**config.mk**
```make
export PLATFORM = sky130hd
export DESIGN_NAME = sync_burst_sram
export DESIGN_NICKNAME = d
export VERILOG_FILES = /design/src/rtl/sbs_pkg.sv /design/src/rtl/sbs_burst_ctrl.sv /design/src/rtl/sbs_array.sv /design/src/rtl/sbs_out_stage.sv /design/src/rtl/sync_burst_sram.sv
export SDC_FILE = /design/constraint.sdc
export NUM_CORES = 2
export LEC_CHECK = 0
export BUFFER_PORTS_ARGS = -buffer_cell sky130_fd_sc_hd__clkbuf_2
export CORE_MARGIN = 2
export CORE_UTILIZATION = 55
export CTS_CLUSTER_SIZE = 25
export DETAILED_ROUTE_END_ITERATION = 12
export PLACE_DENSITY = 0.77
export SLEW_MARGIN = 25
export SYNTH_ARGS = -nofsm -noshare
export SYNTH_HDL_FRONTEND = slang
export SYNTH_SLANG_ARGS = --single-unit
```
**constraint.sdc**
```tcl
create_clock -name clk -period 4.2 [get_ports clk]
set_input_delay 0.21 -clock clk [delete_from_list [all_inputs] [get_ports clk]]
set_output_delay 0.21 -clock clk [all_outputs]
set_load 0.05 [all_outputs]
```
**src/rtl/sbs_pkg.sv**
```systemverilog
package sbs_pkg;

  // low two bits of the word address for beat k of a burst starting at s
  function automatic logic [1:0] beat_offset(input logic [1:0] s,
                                             input logic [1:0] k,
                                             input logic       lin);
    beat_offset = lin ? 2'(s + k) : (s ^ k);
  endfunction

  // per-lane write enables from the write controls
  function automatic logic [3:0] lane_mask(input logic       gw_n,
                                           input logic       bwe_n,
                                           input logic [3:0] bw_n);
    if (!gw_n)       lane_mask = 4'hF;
    else if (!bwe_n) lane_mask = ~bw_n;
    else             lane_mask = 4'h0;
  endfunction

endpackage

```
**src/rtl/sbs_burst_ctrl.sv**
```systemverilog
module sbs_burst_ctrl #(
  parameter int ADDR_W = 6
) (
  input  logic              clk,
  input  logic              rst_n,
  input  logic [ADDR_W-1:0] addr,
  input  logic              adsp_n,
  input  logic              adsc_n,
  input  logic              adv_n,
  input  logic              ce_n,
  input  logic              ce2_n,
  input  logic              ce2,
  input  logic              burst_lin,
  output logic              strobe,
  output logic              desel,
  output logic              sel_q,
  output logic [ADDR_W-1:0] cur_addr
);
  import sbs_pkg::*;

  localparam int HI_W = ADDR_W - 2;

  logic [ADDR_W-1:0] base_q, base_d;
  logic [1:0]        cnt_q, cnt_d;
  logic              sel_d, sel_in, cnt_en;

  always_comb begin
    strobe = !adsc_n || (!adsp_n && !ce_n);
    sel_in = !ce_n && !ce2_n && ce2;
    desel  = strobe && !sel_in;
    cnt_en = strobe || !adv_n;
    base_d = strobe ? addr : base_q;
    sel_d  = strobe ? sel_in : sel_q;
    if (strobe)      cnt_d = 2'd0;
    else if (!adv_n) cnt_d = cnt_q + 2'd1;
    else             cnt_d = cnt_q;
  end

  always_ff @(posedge clk or negedge rst_n) begin
    if (!rst_n) begin
      base_q <= '0;
      sel_q  <= 1'b0;
    end else if (strobe) begin
      base_q <= base_d;
      sel_q  <= sel_d;
    end
  end

  always_ff @(posedge clk or negedge rst_n) begin
    if (!rst_n)      cnt_q <= 2'd0;
    else if (cnt_en) cnt_q <= cnt_d;
  end

  assign cur_addr = {base_q[ADDR_W-1 -: HI_W],
                     beat_offset(base_q[1:0], cnt_q, burst_lin)};

  AST_LOAD_RESTART: assert property (@(posedge clk) disable iff (!rst_n)
    strobe |=> cnt_q == 2'd0);
  AST_CNT_HOLD: assert property (@(posedge clk) disable iff (!rst_n)
    (!strobe && adv_n) |=> $stable(cnt_q));
  AST_ADSP_GATED: assert property (@(posedge clk) disable iff (!rst_n)
    (adsc_n && ce_n) |=> ($stable(base_q) && $stable(sel_q)));

endmodule

```
**src/rtl/sbs_array.sv**
```systemverilog
module sbs_array #(
  parameter int ADDR_W = 6,
  parameter int LANES  = 4,
  parameter int LANE_W = 8
) (
  input  logic                    clk,
  input  logic                    rst_n,
  input  logic [ADDR_W-1:0]       addr,
  input  logic                    wr_go,
  input  logic [LANES-1:0]        lane_we,
  input  logic [LANES*LANE_W-1:0] wdata,
  input  logic                    rd_go,
  output logic [LANES*LANE_W-1:0] rd_data,
  output logic                    rd_vld
);
  localparam int DEPTH = 1 << ADDR_W;

  for (genvar g = 0; g < LANES; g++) begin : g_lane
    logic [LANE_W-1:0] cells [DEPTH];
    logic              we;

    assign we = wr_go && lane_we[g];

    always_ff @(posedge clk) begin
      if (we) cells[addr] <= wdata[g*LANE_W +: LANE_W];
    end

    always_ff @(posedge clk) begin
      if (rd_go) rd_data[g*LANE_W +: LANE_W] <= cells[addr];
    end
  end

  always_ff @(posedge clk or negedge rst_n) begin
    if (!rst_n) rd_vld <= 1'b0;
    else        rd_vld <= rd_go;
  end

endmodule

```
**src/rtl/sbs_out_stage.sv**
```systemverilog
module sbs_out_stage #(
  parameter int DATA_W = 32
) (
  input  logic              clk,
  input  logic              rst_n,
  input  logic              rd_vld,
  input  logic [DATA_W-1:0] rd_data,
  input  logic              kill,
  input  logic              oe_n,
  output logic [DATA_W-1:0] dout,
  output logic              dout_en
);
  logic [DATA_W-1:0] out_q;
  logic              vld_q, vld_d;

  always_comb vld_d = kill ? 1'b0 : rd_vld;

  always_ff @(posedge clk or negedge rst_n) begin
    if (!rst_n) vld_q <= 1'b0;
    else        vld_q <= vld_d;
  end

  always_ff @(posedge clk) begin
    if (rd_vld) out_q <= rd_data;
  end

  assign dout    = out_q;
  assign dout_en = vld_q && !oe_n;

endmodule

```
**src/rtl/sync_burst_sram.sv**
```systemverilog
module sync_burst_sram #(
  parameter int ADDR_W = 6,
  parameter int LANES  = 4,
  parameter int LANE_W = 8
) (
  input  logic                    clk,
  input  logic                    rst_n,
  input  logic [ADDR_W-1:0]       addr,
  input  logic                    adsp_n,
  input  logic                    adsc_n,
  input  logic                    adv_n,
  input  logic                    ce_n,
  input  logic                    ce2_n,
  input  logic                    ce2,
  input  logic                    gw_n,
  input  logic                    bwe_n,
  input  logic [LANES-1:0]        bw_n,
  input  logic                    oe_n,
  input  logic                    burst_lin,
  input  logic [LANES*LANE_W-1:0] din,
  output logic [LANES*LANE_W-1:0] dout,
  output logic                    dout_en
);
  import sbs_pkg::*;

  localparam int DATA_W = LANES * LANE_W;

  logic              strobe, desel, sel_q, wr_go, rd_go, rd_vld;
  logic [ADDR_W-1:0] cur_addr;
  logic [LANES-1:0]  lane_we;
  logic [DATA_W-1:0] rd_data;

  sbs_burst_ctrl #(.ADDR_W(ADDR_W)) u_ctrl (
    .clk(clk), .rst_n(rst_n), .addr(addr), .adsp_n(adsp_n),
    .adsc_n(adsc_n), .adv_n(adv_n), .ce_n(ce_n), .ce2_n(ce2_n),
    .ce2(ce2), .burst_lin(burst_lin), .strobe(strobe), .desel(desel),
    .sel_q(sel_q), .cur_addr(cur_addr)
  );

  always_comb begin
    lane_we = lane_mask(gw_n, bwe_n, bw_n);
    wr_go   = !strobe && sel_q && (|lane_we);
    rd_go   = !strobe && sel_q && !(|lane_we);
  end

  sbs_array #(.ADDR_W(ADDR_W), .LANES(LANES), .LANE_W(LANE_W)) u_array (
    .clk(clk), .rst_n(rst_n), .addr(cur_addr), .wr_go(wr_go),
    .lane_we(lane_we), .wdata(din), .rd_go(rd_go),
    .rd_data(rd_data), .rd_vld(rd_vld)
  );

  sbs_out_stage #(.DATA_W(DATA_W)) u_out (
    .clk(clk), .rst_n(rst_n), .rd_vld(rd_vld), .rd_data(rd_data),
    .kill(desel), .oe_n(oe_n), .dout(dout), .dout_en(dout_en)
  );

  AST_DESEL_OFF: assert property (@(posedge clk) disable iff (!rst_n)
    (desel && !oe_n) |=> !dout_en);
  AST_STROBE_NO_DATA: assert property (@(posedge clk) disable iff (!rst_n)
    strobe |=> ##1 !dout_en);

endmodule

```
==> flow_metrics.tcl <==
set metrics [dict create \
    yosys.area.top_type "edfxtp_1" \
    rsz0062_at_grt "false" \
    antenna_found_initial 6 \
    die_area_sq_um 152000 \
    fmax_mhz 255 \
    cp_cell_sequence "ha_4 > buf_12 > buf_12 > mux4_2 > mux2i_1 > o22ai_1 > nor4_1 > o211ai_1" \
    cts_made_buffers 201 \
    synth_compound_area_share_pct 1.63 \
    critical_path.slowest_cell "nor4_1" \
    grt_use_total_pct 27.3 \
    worst_pin_slew_ns 1.04 \
    ios 87 \
    wire_per_inst_microns 31.9 \
    most-common-layout-cells "edfxtp_1 (2112), mux4_2 (492), buf_4 (418)" \
    cts_buffer_depth 3 \
    gp_congestion 0.862 \
    fin_skew_ns 0.0329 \
    ctsRootBufferMaster "clkbuf_16" \
    viasPerCell 6.64 \
    crit_family "multiplexers" \
    critPathMostFrequentCell "buf_12" \
    rows 141 \
    die_w_microns 390 \
    drv_slew 0 \
    overflow 0 \
    syn_area_sq_um 82100 \
    synth-xor-area-share_pct 0.0853 \
    grt_pass1_vias 42800 \
    fin_crit_sh_pct 93.3 \
    synthSimpleGateAreaFrac_pct 3.10 \
    ys_warn_count 0 \
    synth_area_leaders "edfxtp_1 (77%), mux4_2 (13%), mux2i_1 (2.5%)" \
    required_ns 4.73 \
    core_area_sq_um 148000 \
    final_core_util_pct 63.7 \
    start_util_pct 55.5 \
    async_flop_share_pct 0.518 \
    drtPass1Iterations 8 \
    grt_pass1_wl_mm 299 \
    syn-instance-count 3852 \
    synth_edf_count 2112 \
    ys_seq_area_share_pct 77.6 \
    synth_cell_types 58 \
    nNetsFinal 4424 \
    synth_nets 3907 \
    p_leak_nw 30.6 \
    portBuffers 86 \
    criticalPathCategory "reg -> reg" \
    maxSlewHeadroom_pct 30.5 \
    ys_ff_latch 2123 \
    irDropWorstVdd_uv 433 \
    clk_pin_slew_ns 0.06 \
    final_common_cell "edfxtp_1" \
    fin_tns_setup_ns 0 \
    clkSinkCount 2123 \
    slowest_delay_ns 0.77 \
    drc 0 \
    cts_setup_buffers 0 \
    hold_viol_final 0 \
    final_area_sq_um 94300 \
    ant_nets 0 \
    drt_wl_total_mm 206 \
    setup_viol 0 \
    cts_tree "yes" \
    insertion_delay_ns 0.84 \
    finalCriticalPeriod_ns 3.92 \
    die_h_microns 390 \
    r2r_slack_ns 0.28 \
    synthFlopType "edfxtp_1" \
    cp-end-kind "flop" \
    drtIter0Drc 5996 \
    avgSynthCellArea_sq_um 21.3 \
    synth_top_area_share_pct 77.2 \
    drive_gt1_share_pct 29.4 \
    worst_hold_path_type "in -> reg" \
    syn_to_final_growth_pct 14.8 \
    vias 42900 \
    htree_levels 4 \
    outcome "complete, no violations" \
    synth_fa_ha_area_share_pct 0.0152 \
    synth_top_family_by_area "multiplexers" \
    grt_max_degree 85 \
    cp_max_fo 23 \
    drv_cap 0 \
    placed_area_sq_um 87600 \
    synthMuxAreaShare_pct 16.1 \
    crit_path_start_kind "flop" \
    power_density_nw_per_um2 487 \
    p_total_mw 45.9 \
    cp.arrival_ns 4.44 \
    crit_buf_inv 2 \
    hpwl_mm 124 \
]
## cell families after synthesis
logic type | count (synthesis)
adder cells (fa/ha/maj) | 1
AND/OR/NAND/NOR | 555
buffers and inverters | 252
AO/OA/AOI/OAI | 210
flip-flops | 2123
multiplexers | 706
XOR/XNOR | 5
## worst reg2reg max path, delay by kind of cell (launching register included)
| family | cells | cell delay (ns) |
|---|---|---|
| adders and majority gates | 1 | 0.57 |
| AOI/OAI and AO/OA | 2 | 0.37 |
| and+or+nand+nor | 1 | 0.77 |
| muxes | 2 | 0.90 |
| buffers and inverters | 2 | 0.59 |
| DFF | 1 | 0.42 |
## synthesized netlist by cell type (2+ instances only)
master / n
and2_1: 3
a31oi_1: 2
inv_1: 2
nand3_1: 16
o311ai_1: 2
a21oi_1: 63
o32ai_1: 2
mux4_2: 492
mux2i_1: 203
xnor2_1: 2
or2_2: 2
or3_1: 2
nor4_1: 20
nand2_2: 2
o211ai_1: 13
o21ai_1: 7
edfxtp_1: 2112
buf_1: 15
a2111o_1: 3
nor2b_1: 8
nor2_1: 96
o22a_1: 16
or4_1: 11
buf_4: 31
o2111ai_1: 6
buf_2: 72
nand2_1: 174
clkbuf_1: 124
nor3_1: 204
a222oi_1: 2
o22ai_1: 67
and3_1: 9
a2bb2oi_1: 3
a211oi_1: 4
mux2_2: 10
dfrtp_1: 11
a22oi_1: 3
buf_6: 7
o21ai_0: 12
## routing by layer
metal	share of wire, %	vias to the layer above	GRT usage [%]
li1	-	17100	-
met1	36	22100	37.7
met2	48	3294	42.9
met3	12	460	6.35
met4	3.8	6	10.6
met5	0.021	-	0
## area by class of cell
class / count / area [sq um]
Timing Repair Buffer: 563 / 4460
Clock inverter: 112 / 1090
Tap cell: 1930 / 2410
Multi-Input combinational cell: 1477 / 17300
Fill cell: 9297 / 53800
Antenna cell: 4 / 10.0
Inverter: 3 / 16.3
Sequential cell: 2123 / 63700
Clock buffer: 250 / 5260
## power breakdown
part	total [mW]	internal, mW	switching, mW	leakage (nW)
combinational	4.91	2.04	2.86	8.36
clock	17.6	10.0	7.62	3.08
sequential	23.4	23.3	0.0595	19.1
total	45.9	35.4	10.5	30.6
## final timing paths
check / startpoint / end / depth (start not counted)
max: u_ctrl.cnt_q[0]$_DFFE_PN0P_ / u_array.rd_data[20]$_DFFE_PP_ / 8
min: din[8] / u_array.g_lane[1].cells[7][0]$_DFFE_PP_ / 2
max reg2reg: u_ctrl.cnt_q[0]$_DFFE_PN0P_ / u_array.rd_data[20]$_DFFE_PP_ / 8
min reg2reg: u_array.rd_data[25]$_DFFE_PP_ / u_out.dout[25]$_DFFE_PP_ / 0
max in group asynchronous: rst_n / u_array.rd_vld$_DFF_PN0_ / 3
min in group asynchronous: rst_n / u_ctrl.sel_q$_DFFE_PN0P_ / 3
## state kept, by name (all words and copies together) (netlist names)
name,flops
u_array.rd_vld,1
u_array.g_lane.cells,2048
u_ctrl.base_q,6
u_ctrl.sel_q,1
u_out.vld_q,1
u_out.dout,32
u_array.rd_data,32
u_ctrl.cnt_q,2
## what timing repair did
action | CTS | global route
resized for setup | 0 | 0
hold endpoints to repair | 84 | 0
hold buffers | 31 | 0
## stage by stage
stage / instances / worst slack, ns / hold WS [ns]
2_1_floorplan: 3852 / 0.754 / -0.0856
3_3_place_gp: 6063 / 0.312 / 0.170
3_5_place_dp: 6065 / 0.264 / 0.179
4_1_cts: 6458 / 0.239 / 0.00428
5_1_grt: 6458 / 0.179 / 0.0336
6_report: 6462 / 0.282 / 0.0295
(Power assumes the default switching activity.)
